File: config.mk
export PLATFORM = sky130hd
export DESIGN_NAME = repeat_port_fifo
export DESIGN_NICKNAME = d
export VERILOG_FILES = /design/src/rtl/rpf_pkg.sv /design/src/rtl/rpf_count_reg.sv /design/src/rtl/rpf_store.sv /design/src/rtl/rpf_replay.sv /design/src/rtl/repeat_port_fifo.sv
export SDC_FILE = /design/constraint.sdc
export NUM_CORES = 1
export LEC_CHECK = 0
export ABC_AREA = 0
export BUFFER_PORTS_ARGS = -buffer_cell sky130_fd_sc_hd__clkbuf_2
export CAP_MARGIN = 30
export CELL_PAD_IN_SITES_DETAIL_PLACEMENT = 2
export CELL_PAD_IN_SITES_GLOBAL_PLACEMENT = 2
export CORE_MARGIN = 2
export CORE_UTILIZATION = 45
export CTS_BUF_LIST = sky130_fd_sc_hd__clkbuf_16
export CTS_CLUSTER_SIZE = 14
export DETAILED_ROUTE_END_ITERATION = 8
export GPL_ROUTABILITY_DRIVEN = 1
export PLACE_DENSITY = 0.77
export RECOVER_POWER = 50
export SLEW_MARGIN = 20
export SYNTH_ARGS = -nofsm -noshare
export SYNTH_HDL_FRONTEND = slang
export SYNTH_SLANG_ARGS = --single-unit
File: constraint.sdc
create_clock -name clk -period 9.3 [get_ports clk]
set_input_delay 0 -clock clk [delete_from_list [all_inputs] [get_ports clk]]
set_output_delay 0 -clock clk [all_outputs]
set_load 0.01 [all_outputs]
File: src/rtl/rpf_pkg.sv
`timescale 1ns/1ps
package rpf_pkg;

    // A replay count of zero is served as a single presentation.
    function automatic int unsigned eff_count(input int unsigned raw);
        return (raw == 0) ? 1 : raw;
    endfunction

    // Index width for a buffer of the given depth (at least one bit).
    function automatic int unsigned ptr_bits(input int unsigned depth);
        return (depth > 1) ? $clog2(depth) : 1;
    endfunction

    // Position of the head word within its replay sequence.
    typedef enum logic [1:0] {
        HEAD_NONE  = 2'd0,
        HEAD_AGAIN = 2'd1,
        HEAD_LAST  = 2'd2
    } head_phase_e;

endpackage

File: src/rtl/rpf_count_reg.sv
`timescale 1ns/1ps
module rpf_count_reg
    import rpf_pkg::*;
#(
    parameter int CNT_W = 8
) (
    input  logic             clk,
    input  logic             rst,
    input  logic             cfg_wr,
    input  logic [CNT_W-1:0] cfg_count,
    input  logic             stream_start,
    output logic [CNT_W-1:0] push_count
);

    localparam logic [CNT_W-1:0] ONE = CNT_W'(1);

    logic [CNT_W-1:0] arm_q;      // host-side count waiting for the next stream
    logic [CNT_W-1:0] live_q;     // count of the stream currently being pushed
    logic [CNT_W-1:0] armed_eff;

    assign armed_eff = CNT_W'(eff_count(32'(arm_q)));

    always_ff @(posedge clk) begin
        if (rst) begin
            arm_q  <= ONE;
            live_q <= ONE;
        end else begin
            if (cfg_wr)
                arm_q <= cfg_count;
            else if (stream_start)
                arm_q <= ONE;
            if (stream_start)
                live_q <= armed_eff;
        end
    end

    // A push in the start cycle already belongs to the new stream.
    assign push_count = stream_start ? armed_eff : live_q;


    rearm_to_one_chk: assert property (@(posedge clk) disable iff (rst)
        (stream_start && !cfg_wr) |=> (arm_q == ONE));


    live_nonzero_chk: assert property (@(posedge clk) disable iff (rst)
        live_q != '0);


    write_with_start_chk: assert property (@(posedge clk) disable iff (rst)
        (stream_start && cfg_wr) |=> (arm_q == $past(cfg_count)) && (live_q == $past(armed_eff)));

endmodule

File: src/rtl/rpf_store.sv
`timescale 1ns/1ps
module rpf_store
    import rpf_pkg::*;
#(
    parameter int DATA_W = 16,
    parameter int CNT_W  = 8,
    parameter int DEPTH  = 4
) (
    input  logic              clk,
    input  logic              rst,
    input  logic              push,
    input  logic [DATA_W-1:0] push_data,
    input  logic [CNT_W-1:0]  push_count,
    input  logic              pop,
    output logic              full,
    output logic              empty,
    output logic [DATA_W-1:0] head_data,
    output logic [CNT_W-1:0]  head_count
);

    localparam int PTR_W = ptr_bits(DEPTH);
    localparam int OCC_W = $clog2(DEPTH + 1);
    localparam logic [PTR_W-1:0] LAST_SLOT = PTR_W'(DEPTH - 1);
    localparam logic [OCC_W-1:0] OCC_FULL  = OCC_W'(DEPTH);

    typedef struct packed {
        logic [DATA_W-1:0] data;
        logic [CNT_W-1:0]  count;
    } entry_t;

    entry_t            slots [DEPTH];
    logic [PTR_W-1:0]  wr_q;
    logic [PTR_W-1:0]  rd_q;
    logic [OCC_W-1:0]  occ_q;
    entry_t            head;

    function automatic logic [PTR_W-1:0] step(input logic [PTR_W-1:0] p);
        return (p == LAST_SLOT) ? '0 : p + PTR_W'(1);
    endfunction

    always_ff @(posedge clk) begin
        if (push)
            slots[wr_q] <= '{data: push_data, count: push_count};
    end

    always_ff @(posedge clk) begin
        if (rst) begin
            wr_q  <= '0;
            rd_q  <= '0;
            occ_q <= '0;
        end else begin
            if (push) wr_q <= step(wr_q);
            if (pop)  rd_q <= step(rd_q);
            case ({push, pop})
                2'b10:   occ_q <= occ_q + OCC_W'(1);
                2'b01:   occ_q <= occ_q - OCC_W'(1);
                default: occ_q <= occ_q;
            endcase
        end
    end

    assign full       = (occ_q == OCC_FULL);
    assign empty      = (occ_q == '0);
    assign head       = slots[rd_q];
    assign head_data  = head.data;
    assign head_count = head.count;


    occ_bound_chk: assert property (@(posedge clk) disable iff (rst)
        occ_q <= OCC_FULL);


    no_write_when_full_chk: assert property (@(posedge clk) disable iff (rst)
        (full && !pop) |=> full && (wr_q == $past(wr_q)));

endmodule

File: src/rtl/rpf_replay.sv
`timescale 1ns/1ps
module rpf_replay
    import rpf_pkg::*;
#(
    parameter int CNT_W = 8
) (
    input  logic             clk,
    input  logic             rst,
    input  logic             head_valid,
    input  logic [CNT_W-1:0] head_count,
    input  logic             out_ready,
    output logic             pop
);

    localparam logic [CNT_W-1:0] ONE = CNT_W'(1);

    logic [CNT_W-1:0] idx_q;   // repetitions of the head already accepted
    logic             accept;
    head_phase_e      phase;

    always_comb begin
        if (!head_valid)
            phase = HEAD_NONE;
        else if (idx_q == head_count - ONE)
            phase = HEAD_LAST;
        else
            phase = HEAD_AGAIN;
    end

    assign accept = head_valid && out_ready;
    assign pop    = accept && (phase == HEAD_LAST);

    always_ff @(posedge clk) begin
        if (rst)
            idx_q <= '0;
        else if (pop)
            idx_q <= '0;
        else if (accept)
            idx_q <= idx_q + ONE;
    end


    idx_in_range_chk: assert property (@(posedge clk) disable iff (rst)
        head_valid |-> (idx_q < head_count));


    hold_on_stall_chk: assert property (@(posedge clk) disable iff (rst)
        (head_valid && !out_ready) |=> head_valid && $stable(head_count) && $stable(idx_q));


    keep_until_final_chk: assert property (@(posedge clk) disable iff (rst)
        (accept && phase == HEAD_AGAIN) |=> head_valid && (idx_q == $past(idx_q) + ONE));

endmodule

File: src/rtl/repeat_port_fifo.sv
`timescale 1ns/1ps
module repeat_port_fifo
    import rpf_pkg::*;
#(
    parameter int DATA_W = 16,
    parameter int CNT_W  = 8,
    parameter int DEPTH  = 4
) (
    input  logic              clk,
    input  logic              rst,
    input  logic              cfg_wr,
    input  logic [CNT_W-1:0]  cfg_count,
    input  logic              stream_start,
    input  logic              in_valid,
    output logic              in_ready,
    input  logic [DATA_W-1:0] in_data,
    output logic              out_valid,
    input  logic              out_ready,
    output logic [DATA_W-1:0] out_data
);

    logic [CNT_W-1:0] push_count;
    logic [CNT_W-1:0] head_count;
    logic             full;
    logic             empty;
    logic             push;
    logic             pop;

    rpf_count_reg #(.CNT_W(CNT_W)) u_count (
        .clk          (clk),
        .rst          (rst),
        .cfg_wr       (cfg_wr),
        .cfg_count    (cfg_count),
        .stream_start (stream_start),
        .push_count   (push_count)
    );

    rpf_store #(.DATA_W(DATA_W), .CNT_W(CNT_W), .DEPTH(DEPTH)) u_store (
        .clk        (clk),
        .rst        (rst),
        .push       (push),
        .push_data  (in_data),
        .push_count (push_count),
        .pop        (pop),
        .full       (full),
        .empty      (empty),
        .head_data  (out_data),
        .head_count (head_count)
    );

    rpf_replay #(.CNT_W(CNT_W)) u_replay (
        .clk        (clk),
        .rst        (rst),
        .head_valid (out_valid),
        .head_count (head_count),
        .out_ready  (out_ready),
        .pop        (pop)
    );

    assign in_ready  = !full;
    assign push      = in_valid && !full;
    assign out_valid = !empty;


    stalled_output_stable_chk: assert property (@(posedge clk) disable iff (rst)
        (out_valid && !out_ready) |=> out_valid && $stable(out_data));

endmodule

# After elaboration in Yosys (flattened, before gate mapping)

Memories as Yosys holds them, arrays and structs flattened. A register that Yosys moved wholly into a read port is not among the register bits.
Cells that the tools add are included.

Memories kept: 1
Logic and storage cells: 43
Bits of input ports: 30
Flip-flop bits (word level): 31
RAM bits: 96

Reduce and logical (&&, ||, !) cells: 10
Equality and inequality tests: 7
Add/subtract/negate cells: 6
Mux-type cells: 13

Memory list:

| memory        | words | bits a word | read ports | clocked after memory_dff | write ports | line            | RTL |
|---|---|---|---|---|---|---|---|
| u_store.slots | 4     | 24          | 1          | 1                        | 1           | rpf_store.sv:31 | `entry_t slots [DEPTH];` |

Operator list:

| operator            | count |
|---|---|
| $mux 8              | 4 |
| $mux 2              | 6 |
| $add 8x1->8 const B | 1 |
| $eq 2x2->1 const B  | 4 |
| $eq 8x8->1          | 1 |
| $logic_not 8->1     | 1 |
| $sub 8x1->8 const B | 1 |
| $pmux 3 s2          | 1 |
| $add 2x1->2 const B | 2 |
| $reduce_bool 2->1   | 2 |
| $add 3x1->3 const B | 1 |
| $eq 3x3->1 const B  | 1 |
| $logic_and 1x1->1   | 3 |
| $logic_not 3->1     | 1 |
| $sub 3x1->3 const B | 1 |
| $eq 2x1->1 const B  | 1 |
| $logic_not 1->1     | 2 |
| $mux 1              | 2 |
| $reduce_or 2->1     | 1 |

# Longest topological paths before layout

Word-level depth: 8
Mapped depth: 16
Mapped depth without buffers: 14

# By module

Synthesis repeated with hierarchy kept, for this count alone.

Cells, all modules: 318
Area, all modules: 5256.3 um^2

Modules (own cells, without submodules):

| module           | cells an instance | area each (um^2) | instances |
|---|---|---|---|
| rpf_store        | 174               | 3951.3           | 1 |
| rpf_count_reg    | 64                | 655.6            | 1 |
| rpf_replay       | 77                | 635.6            | 1 |
| repeat_port_fifo | 3                 | 13.8             | 1 |

# Worst setup path after synthesis

Ideal clock, no wire load.

Kind: flip-flop to flip-flop
From: register with a tool-made name
To: register u_store.occ_q[2]
Slack: 5.352 ns
Stages on the path, launching flop included: 17
Setup time: 0.071 ns
Arrival time: 3.878 ns
Data required time: 9.229 ns
Buffers on the path: 2
Period minus slack after synthesis: 3.948 ns
Path through: dfxtp_1 -> buf_6 -> mux4_1 -> inv_1 -> ha_1 -> nor2b_1 -> a2bb2oi_1 -> or4_1 -> a2111oi_2 -> o2111a_2 -> buf_6 -> ha_1 -> inv_1 -> fa_1 -> xor2_1 -> or3_1 -> a21oi_1

RTL lines:

| what                 | line            | RTL |
|---|---|---|
| end signal, assigned | rpf_store.sv:55 | `2'b10: occ_q <= occ_q + OCC_W'(1);` |
| end signal, assigned | rpf_store.sv:56 | `2'b01: occ_q <= occ_q - OCC_W'(1);` |
| end signal, assigned | rpf_store.sv:57 | `default: occ_q <= occ_q;` |
| end, declared        | rpf_store.sv:34 | `logic [OCC_W-1:0] occ_q;` |

==> out/results.tsv <==
stage	metric	value	unit
status	outcome	finished, violations left	
status	failing checks	capacitance limit, slew limit	
cells_and_area	nets	432	
global_routing	first-pass GRT wire length	22400	um
synth	Post-synth EDFFs	96	
power_and_ir_drop	VDD IR max	0.000130	V
synth	post-synth cell types	40	
synth	top cell type's share of synthesized area	0.558	
drt	post-detailed-route DRC marker count	0	
cells_and_area	antenna cells	0	
synth	area leader, netlist	edfxtp_1	
synth	Top FF cell, synth	edfxtp_1	
floorplan	I/O pin count	48	
clock_network	clk buf depth	2	
floorplan	Die Span Y	111	um
clock_network	Hold-fix buffers, CTS	24	
clock_network	CTS resizes	0	
global_routing	met1 usage	0.298	
synth	Synth Instances	312	
cells_and_area	area of the multi-input gates	1520	um^2
global_routing	M3 GR Usage	0.0519	
synth	sequential cell area fraction in the yosys report	0.686	
min_path	worst hold path class	in2reg	
cells_and_area	share of cells above drive strength 1	0.224	
timing	Setup-failing EPs final	0	
drt	Pre-antenna DRT Iters	4	
drt	post-route ant nets	0	
worst_setup_path	worst endpoint required time	9620	ps
worst_setup_path	Crit-path slowest cell	dfxtp_2	
timing	Max Slew Vio Count	75	
placed_design	GP Congestion	0.764	
worst_setup_path	crit-path cells	mux4_2 -> inv_1 -> ha_1 -> nor2b_1 -> a2bb2oi_1 -> or4_1 -> a2111oi_2 -> o2111a_2 -> ha_1 -> inv_1 -> fa_1 -> xor2_1 -> or3_1 -> a21oi_1	
synth	Synth area leaders	edfxtp_1 (56%), dfxtp_1 (13%), mux4_2 (10%)	
synth	most common cell in the netlist	edfxtp_1	
worst_setup_path	Setup crit end kind	register	
synth	Async S/R FF share, synth	0	
synth	Synth Area per Inst	16.6	um^2
timing	Fin. Hold Viols	0	
timing	Final Skew	8.67	ps
timing	hold_ws	65.0	ps
synth	most frequent cells after synthesis	edfxtp_1 (96), dfxtp_1 (33), mux4_2 (23), nor2_1 (17), nor3_1 (13)	
clock_network	Clock Sinks	129	
worst_setup_path	Crit Path Max Fanout	16	
synth	synthesized area	5170	um^2
floorplan	initial core utilization	0.456	
worst_setup_path	delay of the slowest cell on the worst path	710	ps
cells_and_area	Area Overhead vs Synth	22.9	%
power_and_ir_drop	Power, Total	0.00140	W
global_routing	GRT overflow	0	
global_routing	busiest grt layer	met2	
global_routing	M2 GR Usage	0.465	
global_routing	Tot GR Track Use	0.253	
clock_network	Root Driver	clkbuf_16	
drt	1st-iter DRT viols	171	
drt	vias	3047	
floorplan	die area	12400	um^2
cells_and_area	# fillers	1014	
global_routing	vias in the first global route	3527	
clock_network	Num CTS Buffers	17	
drt	Routed wire per std cell	26.9	um
worst_setup_path	type of the worst setup path	reg2reg	
clock_network	CTS tree	yes	
worst_setup_path	CP Data Arrival Time	5270	ps
synth	Mapped Nets	351	
timing	slew at the pin with the worst max-slew slack	1690	ps
floorplan	Core ar.	11300	um^2
clock_network	postcts setup bufs	0	
power_and_ir_drop	Power Density	221	nW/um^2
timing	Period Utilization, post-route	0.533	
synth	Ys Warns	0	
worst_setup_path	crit path launch type	register	
placed_design	input/output buffers	47	
timing	slew margin rel.	-0.125	
clock_network	H-tree Lvls	4	
clock_network	Worst-path clk slew	60	ps
global_routing	initial antenna violation count	0	
timing	Final min period	4950	ps
cells_and_area	Final Util	0.561	
synth	#FFs+latches synth	129	
floorplan	Die Span X	111	um
cells_and_area	Register Area	3540	um^2
power_and_ir_drop	Lkg Pwr	2.23	nW
flow_run	Max-Cap Viols	3	
timing	Max Clk Rate	202	MHz
floorplan	row count	39	
timing	RSZ-0062 raised after global routing	no	
clock_network	worst-skew pair later-pin latency	420	ps
global_routing	largest net degree at the start of global routing	34	
drt	WL final	14700	um
drt	Vias/cell	5.55	
placed_design	HPWL reported at the end of detailed placement	7800	um
timing	setup_tns	0	ps
==> per-stage QoR <==
| step | instance area, um^2 | setup slack [ps] | std cells |
|---|---|---|---|
| after CTS | 6350 | 4080 | 548 |
| after global placement | 5550 | 4470 | 492 |
| after global routing | 6350 | 4160 | 549 |
| after detailed placement | 5550 | 4310 | 492 |
| after floorplan | 5170 | 5350 | 312 |
| final | 6350 | 4350 | 549 |
==> worst max-delay path, delay by kind of cell, from the launching register on <==
| family | cells | cell delay (ps) |
|---|---|---|
| buffers and inverters | 2 | 220 |
| muxes | 1 | 660 |
| xor gates and xnor gates | 1 | 160 |
| DFF | 1 | 710 |
| AOI/OAI and AO/OA | 4 | 1150 |
| and+or+nand+nor | 3 | 1030 |
| adders and majority gates | 3 | 900 |
==> final timing paths <==
kind	slack (ps)	depth (start not counted)	endpoint	start
min reg2reg	550	2	u_store.rd_q[1]	u_store.rd_q[1]
max	4350	14	u_store.occ_q[2]	register
max reg2reg	4350	14	u_store.occ_q[2]	register
min	60	4	u_store.wr_q[0]	in_valid
==> placed cells by master, fill, tap and decap left out, types with 9 or more instances in the layout <==
master	Yosys	final
edfxtp_1	96	96
dfxtp_1	33	32
clkbuf_2	0	29
dlygate4sd3_1	0	24
mux4_2	23	23
clkbuf_1	8	21
nor2_1	17	17
clkbuf_16	0	17
nor3_1	13	13
a21oi_1	12	12
nor2b_1	11	11
xnor2_1	10	10
xor2_1	10	10
inv_1	8	9
==> cell families after synthesis <==
group	synth area share
xor gates and xnor gates	0.0339
buffers and inverters	0.0201
and+or+nand+nor	0.0782
adders and majority gates	0.0232
AOI/OAI and AO/OA	0.0259
DFF	0.686
muxes	0.133
==> where the power goes <==
group          leakage [nW]  internal (W)  switching, W
registers              1.15      0.000643     0.0000127
clock network         0.274      0.000392      0.000261
logic                 0.802     0.0000375     0.0000535
total                  2.23       0.00107      0.000327
==> state kept, by name (all words and copies together) (netlist names), named ones only <==
name            count
u_replay.idx_q      8
u_store.wr_q        2
u_store.occ_q       3
u_store.slots      96
u_count.live_q      8
u_store.rd_q        2
u_count.arm_q       8
==> per-layer routing <==
metal / share of wire / up-vias / wire length, um
li1: - / 1361 / -
met1: 0.40 / 1594 / 5840
met5: 0 / - / 0
met2: 0.55 / 70 / 8120
met3: 0.032 / 22 / 465
met4: 0.021 / 0 / 315
==> cell type report <==
class	count	area share
Clock buffer	17	0.0670
Clock inverter	15	0.0225
Inverter	8	0.00473
Multi-Input combinational cell	160	0.239
Sequential cell	129	0.558
Tap cell	143	0.0282
Timing Repair Buffer	77	0.0798
(Power assumes the default switching activity.)
